File: src/rtl/vc_pkg.sv
package vc_pkg;
  typedef enum logic [1:0] {
    ST_IDLE  = 2'd0,
    ST_WBACK = 2'd1,
    ST_FILL  = 2'd2
  } vc_state_e;
endpackage

File: src/rtl/vc_main_array.sv
module vc_main_array #(
  parameter int IDX_W  = 4,
  parameter int TAG_W  = 6,
  parameter int WORD_W = 32,
  parameter int OFS_W  = 2,
  localparam int LINE_W = WORD_W << OFS_W,
  localparam int LINES  = 1 << IDX_W
) (
  input  logic              clk,
  input  logic              rst,
  input  logic [IDX_W-1:0]  idx,
  output logic [TAG_W-1:0]  rd_tag,
  output logic              rd_valid,
  output logic              rd_dirty,
  output logic [LINE_W-1:0] rd_line,
  input  logic              ln_we,
  input  logic [TAG_W-1:0]  ln_tag,
  input  logic              ln_valid,
  input  logic              ln_dirty,
  input  logic [LINE_W-1:0] ln_data,
  input  logic              wd_we,
  input  logic [OFS_W-1:0]  wd_ofs,
  input  logic [WORD_W-1:0] wd_data
);
  logic [TAG_W-1:0]  tag_mem  [LINES];
  logic [LINE_W-1:0] data_mem [LINES];
  logic [LINES-1:0]  valid_q;
  logic [LINES-1:0]  dirty_q;

  assign rd_tag   = tag_mem[idx];
  assign rd_line  = data_mem[idx];
  assign rd_valid = valid_q[idx];
  assign rd_dirty = dirty_q[idx];

  // storage without reset so it maps onto RAM
  always_ff @(posedge clk) begin
    if (ln_we) begin
      tag_mem[idx]  <= ln_tag;
      data_mem[idx] <= ln_data;
    end else if (wd_we) begin
      data_mem[idx][wd_ofs*WORD_W +: WORD_W] <= wd_data;
    end
  end

  always_ff @(posedge clk) begin
    if (rst) begin
      valid_q <= '0;
      dirty_q <= '0;
    end else if (ln_we) begin
      valid_q[idx] <= ln_valid;
      dirty_q[idx] <= ln_dirty;
    end else if (wd_we) begin
      dirty_q[idx] <= 1'b1;
    end
  end
endmodule

File: src/rtl/vc_victim_buf.sv
module vc_victim_buf #(
  parameter int DEPTH  = 8,
  parameter int BLK_W  = 10,
  parameter int LINE_W = 128,
  localparam int SEL_W = $clog2(DEPTH)
) (
  input  logic              clk,
  input  logic              rst,
  input  logic [BLK_W-1:0]  look_blk,
  output logic              hit,
  output logic [SEL_W-1:0]  hit_sel,
  output logic              hit_dirty,
  output logic [LINE_W-1:0] hit_data,
  output logic              ptr_valid,
  output logic              ptr_dirty,
  output logic [BLK_W-1:0]  ptr_blk,
  output logic [LINE_W-1:0] ptr_data,
  input  logic              wr_en,
  input  logic              wr_at_ptr,
  input  logic [SEL_W-1:0]  wr_sel,
  input  logic              wr_valid,
  input  logic              wr_dirty,
  input  logic [BLK_W-1:0]  wr_blk,
  input  logic [LINE_W-1:0] wr_data
);
  logic [BLK_W-1:0]  blk_q  [DEPTH];
  logic [LINE_W-1:0] data_q [DEPTH];
  logic [DEPTH-1:0]  valid_q;
  logic [DEPTH-1:0]  dirty_q;
  logic [DEPTH-1:0]  match;
  logic [SEL_W-1:0]  ptr_q;
  logic [SEL_W-1:0]  tgt;

  genvar g;
  generate
    for (g = 0; g < DEPTH; g++) begin : g_cmp
      assign match[g] = valid_q[g] && (blk_q[g] == look_blk);
    end
  endgenerate

  always_comb begin
    hit_sel = '0;
    for (int i = DEPTH - 1; i >= 0; i--) begin
      if (match[i]) hit_sel = SEL_W'(i);
    end
  end

  assign hit       = |match;
  assign hit_dirty = dirty_q[hit_sel];
  assign hit_data  = data_q[hit_sel];
  assign ptr_valid = valid_q[ptr_q];
  assign ptr_dirty = dirty_q[ptr_q];
  assign ptr_blk   = blk_q[ptr_q];
  assign ptr_data  = data_q[ptr_q];
  assign tgt       = wr_at_ptr ? ptr_q : wr_sel;

  always_ff @(posedge clk) begin
    if (wr_en) begin
      blk_q[tgt]  <= wr_blk;
      data_q[tgt] <= wr_data;
    end
  end

  always_ff @(posedge clk) begin
    if (rst) begin
      valid_q <= '0;
      dirty_q <= '0;
      ptr_q   <= '0;
    end else if (wr_en) begin
      valid_q[tgt] <= wr_valid;
      dirty_q[tgt] <= wr_dirty;
      if (wr_at_ptr) begin
        if (ptr_q == SEL_W'(DEPTH - 1)) ptr_q <= '0;
        else                            ptr_q <= ptr_q + 1'b1;
      end
    end
  end
endmodule

File: src/rtl/victim_dm_cache.sv
module victim_dm_cache
  import vc_pkg::*;
#(
  parameter int ADDR_W = 12,
  parameter int WORD_W = 32,
  parameter int OFS_W  = 2,
  parameter int IDX_W  = 4,
  parameter int VDEPTH = 8
) (
  input  logic                        clk,
  input  logic                        rst,
  input  logic                        cpu_req,
  input  logic                        cpu_we,
  input  logic [ADDR_W-1:0]           cpu_addr,
  input  logic [WORD_W-1:0]           cpu_wdata,
  output logic [WORD_W-1:0]           cpu_rdata,
  output logic                        cpu_ready,
  output logic                        cpu_hit,
  output logic                        mem_req,
  output logic                        mem_we,
  output logic [ADDR_W-OFS_W-1:0]     mem_addr,
  output logic [(WORD_W<<OFS_W)-1:0]  mem_wdata,
  input  logic                        mem_ack,
  input  logic [(WORD_W<<OFS_W)-1:0]  mem_rdata
);
  localparam int BLK_W  = ADDR_W - OFS_W;
  localparam int TAG_W  = BLK_W - IDX_W;
  localparam int LINE_W = WORD_W << OFS_W;
  localparam int SEL_W  = $clog2(VDEPTH);

  vc_state_e state_q;
  logic ready_q, hit_q, missed_q;
  logic [WORD_W-1:0] rdata_q;

  logic [OFS_W-1:0] a_ofs;
  logic [IDX_W-1:0] a_idx;
  logic [TAG_W-1:0] a_tag;
  logic [BLK_W-1:0] a_blk;
  assign a_ofs = cpu_addr[OFS_W-1:0];
  assign a_idx = cpu_addr[OFS_W +: IDX_W];
  assign a_tag = cpu_addr[ADDR_W-1 -: TAG_W];
  assign a_blk = cpu_addr[ADDR_W-1:OFS_W];

  logic [TAG_W-1:0]  m_tag;
  logic              m_valid, m_dirty;
  logic [LINE_W-1:0] m_line;
  logic              ln_we, ln_valid, ln_dirty, wd_we;
  logic [TAG_W-1:0]  ln_tag;
  logic [LINE_W-1:0] ln_data;

  logic              v_hit, v_hit_dirty, v_ptr_valid, v_ptr_dirty;
  logic [SEL_W-1:0]  v_hit_sel;
  logic [LINE_W-1:0] v_hit_data, v_ptr_data;
  logic [BLK_W-1:0]  v_ptr_blk;
  logic              vw_en, vw_at_ptr;

  vc_main_array #(
    .IDX_W(IDX_W), .TAG_W(TAG_W), .WORD_W(WORD_W), .OFS_W(OFS_W)
  ) u_main (
    .clk(clk), .rst(rst), .idx(a_idx),
    .rd_tag(m_tag), .rd_valid(m_valid), .rd_dirty(m_dirty), .rd_line(m_line),
    .ln_we(ln_we), .ln_tag(ln_tag), .ln_valid(ln_valid), .ln_dirty(ln_dirty),
    .ln_data(ln_data),
    .wd_we(wd_we), .wd_ofs(a_ofs), .wd_data(cpu_wdata)
  );

  // the displaced main line is always what enters the buffer
  vc_victim_buf #(
    .DEPTH(VDEPTH), .BLK_W(BLK_W), .LINE_W(LINE_W)
  ) u_vict (
    .clk(clk), .rst(rst), .look_blk(a_blk),
    .hit(v_hit), .hit_sel(v_hit_sel), .hit_dirty(v_hit_dirty), .hit_data(v_hit_data),
    .ptr_valid(v_ptr_valid), .ptr_dirty(v_ptr_dirty), .ptr_blk(v_ptr_blk),
    .ptr_data(v_ptr_data),
    .wr_en(vw_en), .wr_at_ptr(vw_at_ptr), .wr_sel(v_hit_sel),
    .wr_valid(m_valid), .wr_dirty(m_dirty), .wr_blk({m_tag, a_idx}), .wr_data(m_line)
  );

  logic go, main_hit;
  vc_state_e state_d;
  assign go       = cpu_req && !ready_q && (state_q == ST_IDLE);
  assign main_hit = m_valid && (m_tag == a_tag);

  always_comb begin
    state_d   = state_q;
    ln_we     = 1'b0;
    ln_tag    = a_tag;
    ln_valid  = 1'b1;
    ln_dirty  = 1'b0;
    ln_data   = mem_rdata;
    wd_we     = 1'b0;
    vw_en     = 1'b0;
    vw_at_ptr = 1'b1;
    case (state_q)
      ST_IDLE: begin
        if (go) begin
          if (main_hit) begin
            wd_we = cpu_we;
          end else if (v_hit) begin
            ln_we     = 1'b1;
            ln_dirty  = v_hit_dirty;
            ln_data   = v_hit_data;
            vw_en     = 1'b1;
            vw_at_ptr = 1'b0;
          end else if (m_valid && v_ptr_valid && v_ptr_dirty) begin
            state_d = ST_WBACK;
          end else begin
            vw_en   = m_valid;
            state_d = ST_FILL;
          end
        end
      end
      ST_WBACK: begin
        if (mem_ack) begin
          vw_en   = 1'b1;
          state_d = ST_FILL;
        end
      end
      ST_FILL: begin
        if (mem_ack) begin
          ln_we   = 1'b1;
          state_d = ST_IDLE;
        end
      end
      default: state_d = ST_IDLE;
    endcase
  end

  always_ff @(posedge clk) begin
    if (rst) begin
      state_q  <= ST_IDLE;
      ready_q  <= 1'b0;
      hit_q    <= 1'b0;
      missed_q <= 1'b0;
      rdata_q  <= '0;
    end else begin
      state_q <= state_d;
      ready_q <= 1'b0;
      hit_q   <= 1'b0;
      if (go && main_hit) begin
        ready_q  <= 1'b1;
        hit_q    <= !missed_q;
        missed_q <= 1'b0;
        rdata_q  <= m_line[a_ofs*WORD_W +: WORD_W];
      end else if (go && !v_hit) begin
        missed_q <= 1'b1;
      end
    end
  end

  assign cpu_ready = ready_q;
  assign cpu_hit   = hit_q;
  assign cpu_rdata = rdata_q;
  assign mem_req   = (state_q != ST_IDLE);
  assign mem_we    = (state_q == ST_WBACK);
  assign mem_addr  = (state_q == ST_WBACK) ? v_ptr_blk : a_blk;
  assign mem_wdata = v_ptr_data;
endmodule

File: config.mk
export PLATFORM = sky130hd
export DESIGN_NAME = victim_dm_cache
export DESIGN_NICKNAME = d
export VERILOG_FILES = /design/src/rtl/vc_pkg.sv /design/src/rtl/vc_main_array.sv /design/src/rtl/vc_victim_buf.sv /design/src/rtl/victim_dm_cache.sv
export SDC_FILE = /design/constraint.sdc
export NUM_CORES = 2
export LEC_CHECK = 0
export BUFFER_PORTS_ARGS = -buffer_cell sky130_fd_sc_hd__buf_2
export CAP_MARGIN = 10
export CORE_AREA = 2 2 770 772
export DETAILED_ROUTE_END_ITERATION = 7
export DIE_AREA = 0 0 772 774
export SETUP_SLACK_MARGIN = 0.4
export SLEW_MARGIN = 15
export SYNTH_ARGS = -nofsm -noshare
export SYNTH_HDL_FRONTEND = slang
export SYNTH_HIERARCHICAL = 1
export SYNTH_SLANG_ARGS = --single-unit
File: constraint.sdc
create_clock -name clk -period 6.5 [get_ports clk]
set_input_delay 0.65 -clock clk [delete_from_list [all_inputs] [get_ports clk]]
set_output_delay 0.65 -clock clk [all_outputs]
set_load 0.1 [all_outputs]
==> metrics <==
CP max-delay cell=a22o_1; crit path DAT=5.56 ns; Wirelength per Cell=32.2 um; post-cts gate resize count=0; share of cells above drive strength 1=29.4%; Die Y=774 um; CP max stage delay=0.58 ns; CTS tree=built; Primary FF master, synth=edfxtp_1; CP endpoint kind=flip-flop; Final HPWL DP=324000 um; final WL=517000 um; flops & latches, synth=3339; Final setup violation count=0; Initial Utilization=24.0%; critical path fanouts, max=32; syn nets=7697; Worst setup SP type=flip-flop; vias=81990; # DRC=0; Fillers=58128; clock sink total=3339; Clk Latency, worst-skew pair=0.95 ns; cell taking the most area after synthesis=edfxtp_1; Placement Rows=282; Syn. warnings=6; Reg clk slew, reported paths=0.06 ns; CTS root buf=clkbuf_16; required time worst endpoint=7.09 ns; multi-input logic area=39500 um2; Clock Tree Buf Depth=4; Die W=772 um; share of the yosys chip area belonging to registers=70.5%; post-synth cell types=66; GRT Util Overall=16.7%; initial antenna violation count=71; gpl congestion=0.865; Inst Count DP=15370; Slew HR=16.6%; vias in the first global route=79677; Overflow after GRT=0; Place WS=0.738 ns; HP Class=in -> reg; H-tree levels=5; Post-CTS Hold Buffers=0; most common cell in the netlist=edfxtp_1; VDD IR-drop max=224 uV; RSZ-0062 raised after global routing=no; run status=finished clean; max cap viols=0; final worst setup slack=1.54 ns; Die ar.=598000 um2; FF+latch area=99400 um2; Via density=5.11; DR iter-0 viols=10389; Setup TNS=0 ns; Synth area leaders=edfxtp_1 (69%), mux4_2 (14%), nand3_1 (1.5%); crit-path cells=mux4_2 -> a22oi_1 -> nand2_2 -> xnor2_1 -> nand4_1 -> o311a_4 -> inv_1 -> a21oi_4 -> nor4bb_1 -> and3b_2 -> buf_4 -> a22o_1; CTS Buf Count=324; post-route insts no fill=16047; Synth top area share=69.2%; largest net degree at the start of global routing=119; I/O pins=351; setup bufs post-CTS=0; first-pass GRT wire length=694000 um; Post-synth EDFFs=3248; WHS=0.157 ns; Layout Area Growth over Synthesis=17.0%; PwrDens=277 nW/um2; kind of critical path=reg -> reg; Final Critical Period=4.96 ns; period utilization=76.3%; P_leak=49.2 nW; final clock skew=0.0926 ns; DRT Pass-1 Iters=5; Core Region=589000 um2; Peak Freq=0.202 GHz; antenna viol nets, final=0; share of synthesized flip-flops with an asynchronous set or reset=0%; Fin. Hold Viols=0; post-synth design cell area=141000 um2; Post-Syn Instances=7513; Final Max Tran Viols=0; commonest cells in the netlist=edfxtp_1 (3248), mux4_2 (856), nand3_1 (417), clkbuf_1 (319), a22oi_1 (273); worst-margin pin slew=1.25 ns; Syn Area/Cell=18.8 um2; Layout Nets=8070; Port-buffer cells=350
## critical path, delay by kind of cell, from the launching register on
family	cells	cell delay, ns
flops	1	0.37
mux	1	0.50
buf+inv	2	0.86
simple gates	4	1.12
compound gates	4	1.49
xor+xnor	1	0.28
## cells by family (layout without fill, tap and decap cells)
family,Yosys count,in the layout,synth area share [%]
multiplexers,1264,1264,17.1
adder cells (fa/ha/maj),7,7,0.0621
AND/OR/NAND/NOR,1142,1142,4.49
AO/OA/AOI/OAI,1057,1057,5.35
flip-flops,3339,3339,70.5
buffers and inverters,617,1260,2.04
other,1,82,0.00266
XOR/XNOR,86,86,0.534
## worst paths after layout
kind                                    from                                end  slack [ns]  depth (start not counted)
max reg2reg  u_main/tag_mem[11][2]$_DFFE_PP_  u_main/data_mem[2][127]$_DFFE_PP_        1.54                         12
min                                  mem_ack            state_q[0]$_SDFFE_PP0P_        0.16                          4
max          u_main/tag_mem[11][2]$_DFFE_PP_  u_main/data_mem[2][127]$_DFFE_PP_        1.54                         12
min reg2reg       cpu_rdata[28]$_SDFFE_PP0P_         cpu_rdata[28]$_SDFFE_PP0P_        0.47                          2
## sequential cells by signal, indices dropped and copies added (netlist names), 2 cells and up, named ones only
| register | cells |
|---|---|
| u_vict/dirty_q | 8 |
| u_main/data_mem | 2048 |
| u_main/tag_mem | 96 |
| state_q | 2 |
| u_vict/valid_q | 8 |
| cpu_rdata | 32 |
| u_main/valid_q | 16 |
| u_main/dirty_q | 16 |
| u_vict/ptr_q | 3 |
| u_vict/blk_q | 80 |
| u_vict/data_q | 1024 |
## stage by stage
step | utilization, % | cell area (um2) | total power [mW]
6_report | 28.0 | 165000 | 45.7
5_1_grt | 28.0 | 165000 | 46.8
2_1_floorplan | - | 141000 | 25.4
4_1_cts | 28.0 | 165000 | 45.9
3_3_place_gp | 26.1 | 154000 | 26.5
3_5_place_dp | 26.2 | 154000 | 26.6
## layer usage
layer	vias up	share of wire, %	GRT usage [%]
met1	43621	37	20.3
li1	32341	-	-
met5	-	0.048	0
met3	1019	11	4.96
met2	4973	46	26.0
met4	36	6.6	10.2
## report_power, final
group / leakage (nW) / total (mW) / internal [mW] / switching, mW
Clock: 5.29 / 19.6 / 11.2 / 8.36
Combinational: 13.9 / 2.31 / 0.638 / 1.67
Sequential: 30.0 / 23.8 / 23.8 / 0.0139
Total: 49.2 / 45.7 / 35.6 / 10.0
## layout make-up
class | count | area share [%]
sequential | 3339 | 60.2
multi-input combinational | 3557 | 23.9
tap | 7810 | 5.92
clock buffer | 399 | 5.21
timing repair buffer | 648 | 3.14
clock inverter | 197 | 1.38
antenna | 81 | 0.123
inverter | 16 | 0.0546
## cell usage in the layout (no fill, tap or decap), types with 98 or more instances in the layout
cell type and n:
a211oi_1 142, a22o_1 128, a22oi_1 273, buf_2 346, buf_4 207, clkbuf_16 329, edfxtp_1 3248, mux2_2 180
mux2_4 98, mux2i_1 130, mux4_2 856, nand2_1 181, nand3_1 417, o21ai_0 175, o21bai_1 129, o31ai_1 131
or3_1 136, or4_1 130
Power figures use the tool's default switching activity.
